**src/rtl/rr_adc_pkg.sv**
```systemverilog
package rr_adc_pkg;
  localparam int CH_NUM = 8;
  localparam int CH_W   = $clog2(CH_NUM);
  localparam int DATA_W = 16;
  localparam int RD_W   = DATA_W + 1;
  localparam int BIT_W  = $clog2(DATA_W + 1);

  typedef enum logic [1:0] {
    FMT_A = 2'd0,   // 12-bit, quad converter, 4 channels
    FMT_B = 2'd1,   // 15-bit, 8 channels, decoded select
    FMT_C = 2'd2    // 16-bit, 8 channels, decoded select
  } fmt_e;

  // control -> datapath strobes
  typedef struct packed {
    logic            frameStart;
    logic            shiftEn;
    logic            store;
    logic [CH_W-1:0] chan;
  } strobes_t;

  function automatic fmt_e decodeMode(input logic [1:0] code);
    case (code)
      2'd0:    return FMT_A;
      2'd1:    return FMT_B;
      default: return FMT_C;
    endcase
  endfunction

  function automatic logic [BIT_W-1:0] frameBits(input fmt_e f);
    case (f)
      FMT_A:   return BIT_W'(12);
      FMT_B:   return BIT_W'(15);
      default: return BIT_W'(16);
    endcase
  endfunction

  function automatic logic [CH_W-1:0] lastChan(input fmt_e f);
    return (f == FMT_A) ? CH_W'(3) : CH_W'(CH_NUM - 1);
  endfunction
endpackage

```
**src/rtl/rr_adc_ctrl.sv**
```systemverilog
module rr_adc_ctrl
  import rr_adc_pkg::*;
#(
  parameter int DIV_W  = 8,
  parameter int IDLE_W = 8
) (
  input  logic              clk,
  input  logic              rstN,
  input  logic              enable,
  input  logic [1:0]        modeSel,
  input  logic [DIV_W-1:0]  halfDiv,
  input  logic [IDLE_W-1:0] idleLen,
  output strobes_t          strobes,
  output logic              sclk,
  output logic              selN,
  output logic [CH_W-1:0]   chanCode,
  output fmt_e              fmtQ,
  output logic              running
);
  typedef enum logic [1:0] {ST_STOP, ST_SHIFT, ST_GAP} st_e;

  st_e               state;
  logic [DIV_W-1:0]  divCnt;
  logic [IDLE_W-1:0] gapCnt;
  logic [BIT_W-1:0]  bitCnt;
  logic [CH_W-1:0]   chanQ;
  logic              sclkQ;

  logic [DIV_W-1:0]  halfLim;
  logic [IDLE_W-1:0] gapLim;
  logic              tick;
  logic              gapDone;
  logic              lastBit;
  logic [CH_W-1:0]   nextChan;

  always_comb begin
    halfLim  = (halfDiv == '0) ? DIV_W'(1) : halfDiv;
    gapLim   = (idleLen == '0) ? IDLE_W'(1) : idleLen;
    tick     = (divCnt == halfLim - DIV_W'(1));
    gapDone  = (gapCnt == gapLim - IDLE_W'(1));
    lastBit  = (bitCnt == frameBits(fmtQ) - BIT_W'(1));
    nextChan = (chanQ == lastChan(fmtQ)) ? '0 : chanQ + CH_W'(1);
  end

  always_ff @(posedge clk or negedge rstN) begin
    if (!rstN) begin
      state  <= ST_STOP;
      divCnt <= '0;
      gapCnt <= '0;
      bitCnt <= '0;
      chanQ  <= '0;
      sclkQ  <= 1'b0;
      fmtQ   <= FMT_A;
    end else begin
      case (state)
        ST_STOP: begin
          sclkQ <= 1'b0;
          if (enable) begin
            fmtQ   <= decodeMode(modeSel);
            chanQ  <= '0;
            divCnt <= '0;
            bitCnt <= '0;
            state  <= ST_SHIFT;
          end
        end
        ST_SHIFT: begin
          if (tick) begin
            divCnt <= '0;
            sclkQ  <= ~sclkQ;
            if (sclkQ) begin
              if (lastBit) begin
                state  <= ST_GAP;
                gapCnt <= '0;
              end else begin
                bitCnt <= bitCnt + BIT_W'(1);
              end
            end
          end else begin
            divCnt <= divCnt + DIV_W'(1);
          end
        end
        ST_GAP: begin
          if (gapDone) begin
            if (enable) begin
              chanQ  <= nextChan;
              divCnt <= '0;
              bitCnt <= '0;
              state  <= ST_SHIFT;
            end else begin
              state <= ST_STOP;
            end
          end else begin
            gapCnt <= gapCnt + IDLE_W'(1);
          end
        end
        default: state <= ST_STOP;
      endcase
    end
  end

  always_comb begin
    strobes.frameStart = ((state == ST_STOP) && enable) ||
                         ((state == ST_GAP) && gapDone && enable);
    strobes.shiftEn    = (state == ST_SHIFT) && tick && !sclkQ;
    strobes.store      = (state == ST_SHIFT) && tick && sclkQ && lastBit;
    strobes.chan       = chanQ;
  end

  assign sclk     = sclkQ;
  assign selN     = (state != ST_SHIFT);
  assign chanCode = chanQ;
  assign running  = (state != ST_STOP);
endmodule

```
**src/rtl/rr_adc_dp.sv**
```systemverilog
module rr_adc_dp
  import rr_adc_pkg::*;
(
  input  logic              clk,
  input  logic              rstN,
  input  logic              miso,
  input  strobes_t          strobes,
  input  logic              rdEn,
  input  logic [CH_W-1:0]   rdAddr,
  output logic [RD_W-1:0]   rdData,
  output logic [CH_NUM-1:0] validVec
);
  logic [DATA_W-1:0] shiftQ;
  logic [DATA_W-1:0] bankQ [CH_NUM];

  always_ff @(posedge clk or negedge rstN) begin
    if (!rstN) begin
      shiftQ <= '0;
    end else if (strobes.frameStart) begin
      shiftQ <= '0;
    end else if (strobes.shiftEn) begin
      shiftQ <= {shiftQ[DATA_W-2:0], miso};
    end
  end

  for (genvar g = 0; g < CH_NUM; g++) begin : gBank
    logic hit;
    logic rdHit;
    assign hit   = strobes.store && (strobes.chan == CH_W'(g));
    assign rdHit = rdEn && (rdAddr == CH_W'(g));

    always_ff @(posedge clk or negedge rstN) begin
      if (!rstN) begin
        bankQ[g]    <= '0;
        validVec[g] <= 1'b0;
      end else if (hit) begin
        bankQ[g]    <= shiftQ;
        validVec[g] <= 1'b1;
      end else if (rdHit) begin
        validVec[g] <= 1'b0;
      end
    end
  end

  always_ff @(posedge clk or negedge rstN) begin
    if (!rstN) begin
      rdData <= '0;
    end else if (rdEn) begin
      rdData <= {validVec[rdAddr], bankQ[rdAddr]};
    end
  end
endmodule

```
**src/rtl/rr_adc_scanner.sv**
```systemverilog
module rr_adc_scanner
  import rr_adc_pkg::*;
#(
  parameter int DIV_W  = 8,
  parameter int IDLE_W = 8
) (
  input  logic              clk,
  input  logic              rstN,
  input  logic              cfgEnable,
  input  logic [1:0]        cfgMode,
  input  logic [DIV_W-1:0]  cfgHalfDiv,
  input  logic [IDLE_W-1:0] cfgIdle,
  input  logic              miso,
  output logic              sclk,
  output logic [7:0]        csOut,
  input  logic              rdEn,
  input  logic [2:0]        rdAddr,
  output logic [16:0]       rdData
);
  localparam int SPARE_W = 8 - CH_W - 1;

  strobes_t          strobes;
  fmt_e              fmtQ;
  logic              running;
  logic              selN;
  logic [CH_W-1:0]   chanCode;
  logic [CH_NUM-1:0] validVec;

  rr_adc_ctrl #(.DIV_W(DIV_W), .IDLE_W(IDLE_W)) uCtrl (
    .clk      (clk),
    .rstN     (rstN),
    .enable   (cfgEnable),
    .modeSel  (cfgMode),
    .halfDiv  (cfgHalfDiv),
    .idleLen  (cfgIdle),
    .strobes  (strobes),
    .sclk     (sclk),
    .selN     (selN),
    .chanCode (chanCode),
    .fmtQ     (fmtQ),
    .running  (running)
  );

  rr_adc_dp uDp (
    .clk      (clk),
    .rstN     (rstN),
    .miso     (miso),
    .strobes  (strobes),
    .rdEn     (rdEn),
    .rdAddr   (rdAddr),
    .rdData   (rdData),
    .validVec (validVec)
  );

  assign csOut = {{SPARE_W{1'b1}}, selN, chanCode};
endmodule

```
**config.mk**
```make
export PLATFORM = sky130hd
export DESIGN_NAME = rr_adc_scanner
export DESIGN_NICKNAME = d
export VERILOG_FILES = /design/src/rtl/rr_adc_pkg.sv /design/src/rtl/rr_adc_ctrl.sv /design/src/rtl/rr_adc_dp.sv /design/src/rtl/rr_adc_scanner.sv
export SDC_FILE = /design/constraint.sdc
export NUM_CORES = 1
export LEC_CHECK = 0
export BUFFER_PORTS_ARGS = -buffer_cell sky130_fd_sc_hd__buf_2
export CORE_MARGIN = 4
export CORE_UTILIZATION = 49
export CTS_BUF_LIST = sky130_fd_sc_hd__clkbuf_4 sky130_fd_sc_hd__clkbuf_8 sky130_fd_sc_hd__clkbuf_16
export DETAILED_ROUTE_END_ITERATION = 8
export PLACE_DENSITY = 0.71
export SETUP_SLACK_MARGIN = 0.4
export SLEW_MARGIN = 10
export SYNTH_ARGS = -nofsm -noshare
export SYNTH_HDL_FRONTEND = slang
export SYNTH_SLANG_ARGS = --single-unit
```
**constraint.sdc**
```tcl
create_clock -name clk -period 3.3 [get_ports clk]
set_input_delay 0.495 -clock clk [delete_from_list [all_inputs] [get_ports clk]]
set_output_delay 0.495 -clock clk [all_outputs]
set_load 0.01 [all_outputs]
```
==> results of run 1 <==
-- flip-flops by register name (all words and copies together) (netlist names) --
signal          cells
uCtrl.bitCnt        5
uCtrl.state         2
uCtrl.chanCode      3
uCtrl.fmtQ          2
uCtrl.sclk          1
uCtrl.gapCnt        8
uCtrl.divCnt        8
uDp.validVec        8
uDp.rdData         17
uDp.bankQ         128
uDp.shiftQ         16
-- how the worst max path moves through the flow --
stage                        startpoint                          end  slack, ns  depth (start not counted)
after floorplan           cfgHalfDiv[3]   uDp.bankQ[102]$_DFFE_PN0P_       0.03                         12
after global placement    cfgHalfDiv[2]  uCtrl.divCnt[2]$_DFFE_PN0P_       0.06                         14
after detailed placement  cfgHalfDiv[1]    uDp.bankQ[43]$_DFFE_PN0P_      -0.03                         14
after CTS                 cfgHalfDiv[1]  uCtrl.bitCnt[0]$_DFFE_PN0P_       0.40                         14
after global routing         cfgIdle[2]  uCtrl.divCnt[2]$_DFFE_PN0P_       0.42                         10
final                     cfgHalfDiv[3]    uDp.bankQ[69]$_DFFE_PN0P_       0.52                         10
-- through the flow --
| stage | setup TNS [ns] | cells | worst slack (ns) |
|---|---|---|---|
| 2_1_floorplan | 0 | 730 | 0.0265 |
| 3_3_place_gp | 0 | 1013 | 0.0563 |
| 4_1_cts | 0 | 1044 | 0.401 |
| 5_1_grt | 0 | 1045 | 0.424 |
| 3_5_place_dp | -0.847 | 1013 | -0.0270 |
| 6_report | 0 | 1045 | 0.518 |
-- layout make-up --
class	count	area [um^2]
inverters	17	63.8
flip-flops and latches	198	4950
repair buffers	74	559
well taps	260	325
clock inverters	12	133
fillers	1546	8060
clock buffers	19	453
multi-input cells	465	4350
-- layout by cell type (no fill, tap or decap), types with 5 or more instances in the layout --
master	n
dfrtp_1	198
mux2_2	131
nor2_1	50
buf_2	46
mux2i_1	37
mux4_2	34
nand2_1	28
a21oi_1	22
buf_4	18
clkbuf_16	17
inv_1	15
o21ai_0	13
xnor2_1	12
ha_1	11
xor2_1	10
nand3_1	10
nand2b_1	9
buf_12	9
or3_1	7
nor3_1	6
nand3_2	6
inv_6	5
-- worst max-delay path, cell delays in order --
cell and delay (ns):
buf_2 0.12, buf_4 0.14, or4_1 0.50, or4_1 0.48
nand3_1 0.16, nand4b_4 0.19, nor3_4 0.24, buf_12 0.16
nand2_4 0.23, mux2_2 0.36
-- per-layer routing --
metal  share of wire  vias up  wire (um)
li1                -     2736          -
met1            0.45     3167       8910
met2            0.50      129      10100
met3           0.037       20        734
met4           0.014        0        270
met5               0        -          0
-- kinds of logic (layout without fill, tap and decap cells) --
group,Yosys count,after routing,share of synthesized area
AOI/OAI and AO/OA,75,75,0.0541
xor gates and xnor gates,22,22,0.0202
adders and majority gates,11,11,0.0144
buffers and inverters,67,122,0.0323
DFF,198,198,0.520
muxes,203,203,0.275
other,1,4,0.000393
and+or+nand+nor,150,150,0.0837
-- power groups by stage --
stage,logic (mW),clock network (mW),registers [mW]
finish,0.520,2.05,2.60
global route,0.579,2.21,2.61
detailed placement,0.519,0,2.64
global placement,0.494,0,2.64
floorplan,0.340,0,2.62
CTS,0.523,2.09,2.60
-- what timing repair did --
action	CTS	global route
buffers inserted	0	1
resized for setup	0	4
endpoints found under the setup margin	0	152
==> out/results.ini, run 1 <==
[status]
status=finished clean

[clock_tree]
cts_tree=yes
root_buffer=clkbuf_16
clkSinkCount=198
numCtsBuffers=17
cts.htree.levels=4
holdBufCountCts=0
clk_pin_slew_ns=0.07
clk_path_buf_depth=2
clkLatencyLatePin_ns=0.43

[die]
die_w_um=147
die_area_um2=21800
die_y_um=147
start_util=0.505
coreArea_um2=18900
rows=50
io_pins=52

[global_route]
met1_usage=0.257
use_met2=0.320
grt_util_all_layers=0.191
gr-total-overflow=0
grt_pass1_vias=6299
antenna_found_initial=0
grt_first_pass_wirelength_mm=33.1
grtUsageMet3=0.0414
grt.busiest_layer=met2
grt_start_max_net_pins=84

[setup_path]
r2r_cells=7
critical_path_required_ns=3.61
cp.arrival_ns=3.09
cp-start-kind=input port
r2r_end=uCtrl.divCnt[2]$_DFFE_PN0P_
endpoint_kind=flop
r2r_slack_ns=0.58
path_max_fanout=17
critPathKind=in -> reg
crit-reg2reg-launch=uCtrl.gapCnt[5]$_DFFE_PN0P_

[sta]
timing.hold.ws_ns=0.120
tightest_slew_ns=0.764
finalHoldViolCount=0
rsz0062_at_grt=false
fin_skew_ns=0.0111
fin_crit_ns=2.78
relSlewSlack=0.491
fin_crit_sh=0.843
drv_slew=0
fmax_ghz=0.359
setup_violations=0

[synth]
async_flop_share=1.00
netlist_top_cells_count=dfrtp_1 (198), mux2_2 (132), nor2_1 (52), mux2i_1 (37), mux4_2 (34)
synth_top_area_frac=0.520
synth.avg_cell_area_um2=13.1
synth_area_um2=9530
ys_types=58
ys_warn_count=0
synth_edf_count=0
yosysMostFrequentCell=dfrtp_1
synth_ff_type=dfrtp_1
syn_inst=727
ys_seq_area_frac=0.520
synth_area_leader_cell=dfrtp_1
synth_area_leaders=dfrtp_1 (52%), mux2_2 (16%), mux4_2 (8.0%), mux2i_1 (3.9%), nor2_1 (2.0%)
ys_seq_elements=198

[final_layout]
final_core_util=0.574
syn2layout_area_growth_pct=13.7
antenna_cells=0
nets=810
layout-drive-gt1-share=0.376
stdcell_area_um2=10800

[drt]
dr.first_iter.drc_count=369
routed_wl_mm=20.0
vias=6052
drcViolationCount=0
viasPerCell=5.79
postRouteAntennaNets=0
dr.pass1.iters=5
routedWlPerCell_um=19.1

[flow_run]
max-cap-violations=0

[pwr]
p_int_mw=3.83
switchingPower_mw=1.34
comb_power_share=0.101
sw_frac_of_total=0.259
ir_drop_v=0.000340
p_leak_nw=5.25
clkPwrFrac=0.397
p_per_area_nw_per_um2=477
seqPwrFrac=0.503
p_total_mw=5.17

[min_path]
hp-class=in -> async

[placement]
post-dp-hpwl_mm=13.1
placed_cell_area_um2=10200
io_buffers=47
place_congestion=0.915

No activity file was read; power rests on OpenSTA's default activity.
==> inputs of run 2 (changes only) <==
PLACE_DENSITY = 0.74   (was 0.71)
clock period = 2.2 ns   (was 3.3 ns; I/O delays follow)
==> run 2 against run 1 <==
The flow now finishes with violations (setup timing). First-iteration DRC count down 20%. Cell count is 7.2% higher. Routed wire length up 12%. Design area is 9.8% higher. Clock power up 58%. Worst hold slack better by 0.016 ns. Power grew 59%. Clock skew shrank 0.0019 ns. Utilization rose by 5.6 points. Sequential share of layout area down 4.1 points. Worst setup slack got worse by 0.90 ns. Flip-flop and latch count unchanged. Critical endpoint is now uDp.bankQ[77]$_DFFE_PN0P_.
==> out/results.ini, run 2 (synthesized netlist as in run 1, its figures left out) <==
[status]
status=complete, but fails checks  ; was finished clean
violations=setup timing

[setup_path]
cpPeakStageDelay_ns=0.36  ; was 0.50 ns
cp-start-kind=input port  ; unchanged
endpoint_kind=flop  ; unchanged
cp.arrival_ns=2.90  ; was 3.09 ns
cp.buffers_inverters=3  ; unchanged
critical_path_required_ns=2.51  ; was 3.61 ns
path_cells=buf_6, nor4_4, and2_4, nor2_4, ha_4, xor2_2, xnor2_1, nand3_1, a2111o_1, nor3_4, buf_12, buf_16, nand2_8, mux2_4  ; was buf_2, buf_4, or4_1, or4_1, nand3_1, nand4b_4, nor3_4, buf_12, nand2_4, mux2_2
crit_family=simple AND/OR/NAND/NOR gates  ; unchanged
path_max_fanout=8  ; was 17
worst_path_max_delay_cell=a2111o_1  ; was or4_1
critPathKind=in -> reg  ; unchanged

[sta]
fin_skew_ns=0.00918  ; was 0.0111 ns
setup_tns_ns=-54.96  ; was 0 ns
fin_crit_sh=1.17
finalHoldViolCount=0  ; unchanged
fmax_ghz=0.387
final.setup.worst_slack_ns=-0.384  ; was 0.518 ns
relSlewSlack=0.539  ; was 0.491
setup_violations=176  ; was 0
rsz0062_at_grt=true  ; was false
drv_slew=0  ; unchanged
tightest_slew_ns=0.692  ; was 0.764 ns
fin_crit_ns=2.58

[placement]
placed_cell_area_um2=10700  ; was 10200 um^2
place_congestion=0.833  ; was 0.915
io_buffers=47  ; unchanged
post-dp-hpwl_mm=13.7  ; was 13.1 mm
place_inst=1057  ; was 1013

[final_layout]
nets=886  ; was 810
syn2layout_area_growth_pct=24.8  ; was 13.7%
layout-drive-gt1-share=0.462  ; was 0.376
largest_register_ffs=128  ; unchanged
fill_cells=1422  ; was 1546
antenna_cells=0  ; unchanged
finalNonFillerCells=1120  ; was 1045
layout_common_cells=dfrtp_1 (198), mux2_2 (126), buf_4 (64), nor2_1 (47), buf_2 (44)  ; was dfrtp_1 (198), mux2_2 (131), nor2_1 (50), buf_2 (46), mux2i_1 (37)
top_register=uDp.bankQ  ; unchanged
multi_input_area_um2=4670  ; was 4350 um^2
final_common_cell=dfrtp_1  ; unchanged
stdcell_area_um2=11900  ; was 10800 um^2
seq_area_um2=4950  ; unchanged
top_regs=uDp.bankQ: 128 flops, uDp.rdData: 17 flops, uDp.shiftQ: 16 flops  ; unchanged

[drt]
dr.first_iter.drc_count=294  ; was 369
postRouteAntennaNets=0  ; unchanged
drcViolationCount=0  ; unchanged
dr.pass1.iters=4  ; was 5
routedWlPerCell_um=20.0  ; was 19.1 um
routed_wl_mm=22.4  ; was 20.0 mm
vias=6386  ; was 6052
viasPerCell=5.70  ; was 5.79

[clock_tree]
clk_pin_slew_ns=0.07  ; about the same
clkSinkCount=198  ; unchanged
clk_path_buf_depth=2  ; unchanged
root_buffer=clkbuf_16  ; unchanged
cts_tree=yes  ; unchanged
numCtsBuffers=17  ; unchanged
clkLatencyLatePin_ns=0.43  ; about the same
cts.htree.levels=4  ; unchanged

[die]
die_y_um=147  ; unchanged
coreArea_um2=18900  ; unchanged
start_util=0.505  ; unchanged
rows=50  ; unchanged
die_area_um2=21800  ; unchanged
io_pins=52  ; unchanged
die_w_um=147  ; unchanged

[pwr]
p_total_mw=8.20  ; was 5.17 mW
p_per_area_nw_per_um2=689  ; was 477 nW/um^2
p_leak_nw=5.72  ; was 5.25 nW
ir_drop_v=0.000569  ; was 0.000340 V

[global_route]
gr-total-overflow=0  ; unchanged
grt_first_pass_wirelength_mm=36.4  ; was 33.1 mm
grt_util_all_layers=0.211  ; was 0.191
grt_start_max_net_pins=68  ; was 84
antenna_found_initial=0  ; unchanged
grt_pass1_vias=6960  ; was 6299

[min_path]
hp-class=in -> reg  ; was in -> async

[flow_run]
max-cap-violations=0  ; unchanged

## run 2: changes by cell type in the layout (fill, tap and decap cells not counted), sizes merged
cell	delta
clkbuf	+3
buf	+70
nand2	+4
clkinvlp	+1
inv	-3
bufinv	+2
dlygate4sd3	+1
clkinv	-3
## run 2: area by class of cell
| class | count | area share |
|---|---|---|
| clock buffers | 21 | 0.0393 |
| multi-input cells | 469 | 0.392 |
| flip-flops and latches | 198 | 0.416 |
| well taps | 260 | 0.0273 |
| repair buffers | 146 | 0.107 |
| inverters | 17 | 0.00557 |
| clock inverters | 9 | 0.0118 |
## run 2: what timing repair did
item                                    in CTS  in global routing
endpoints found under the setup margin     180                180
pin swaps                                   12                  8
hold endpoints to repair                    62                  0
hold buffers                                 1                  0
resized for setup                           55                 21
setup buffers                               19                  8
cloned                                       4                  1
## run 2: worst min-delay path: stages
cell      delay (ns)
buf_2           0.08
nand3b_1        0.06
nand2_1         0.06
## run 2: path summary, 6_finish.rpt
path,endpoint,startpoint,slack [ns],cells past startpoint
max,uDp.bankQ[77]$_DFFE_PN0P_,cfgHalfDiv[3],-0.38,14
min,uCtrl.fmtQ[0]$_DFFE_PN0P_,cfgMode[0],0.14,3
max reg2reg,uDp.bankQ[77]$_DFFE_PN0P_,uCtrl.bitCnt[0]$_DFFE_PN0P_,-0.23,9
min reg2reg,uDp.validVec[4]$_DFFE_PN0P_,uDp.validVec[4]$_DFFE_PN0P_,0.50,2
max in group asynchronous,uDp.bankQ[115]$_DFFE_PN0P_,rstN,1.03,3
min in group asynchronous,uCtrl.gapCnt[2]$_DFFE_PN0P_,rstN,0.48,2
## run 2: through the flow
step                      utilization  worst slack (ns)  hold WS (ns)
final                           0.630            -0.384         0.135
after global routing            0.630            -0.466         0.125
after CTS                       0.620            -0.317         0.119
after detailed placement        0.565            -0.962         0.375
after global placement          0.565            -0.876         0.361
after floorplan                     -            -0.908        0.0344
## run 2: layer usage
layer | wire [um] | GRT usage
met5 | 0 | 0
met4 | 426 | 0.0685
met3 | 776 | 0.0478
met2 | 11800 | 0.365
met1 | 9390 | 0.265
## run 2: report_power, final
| group | internal [mW] | total [mW] | switching, mW | leakage (nW) |
|---|---|---|---|---|
| clock | 1.88 | 3.23 | 1.35 | 0.294 |
| sequential | 3.75 | 3.87 | 0.121 | 2.69 |
| combinational | 0.527 | 1.10 | 0.571 | 2.74 |
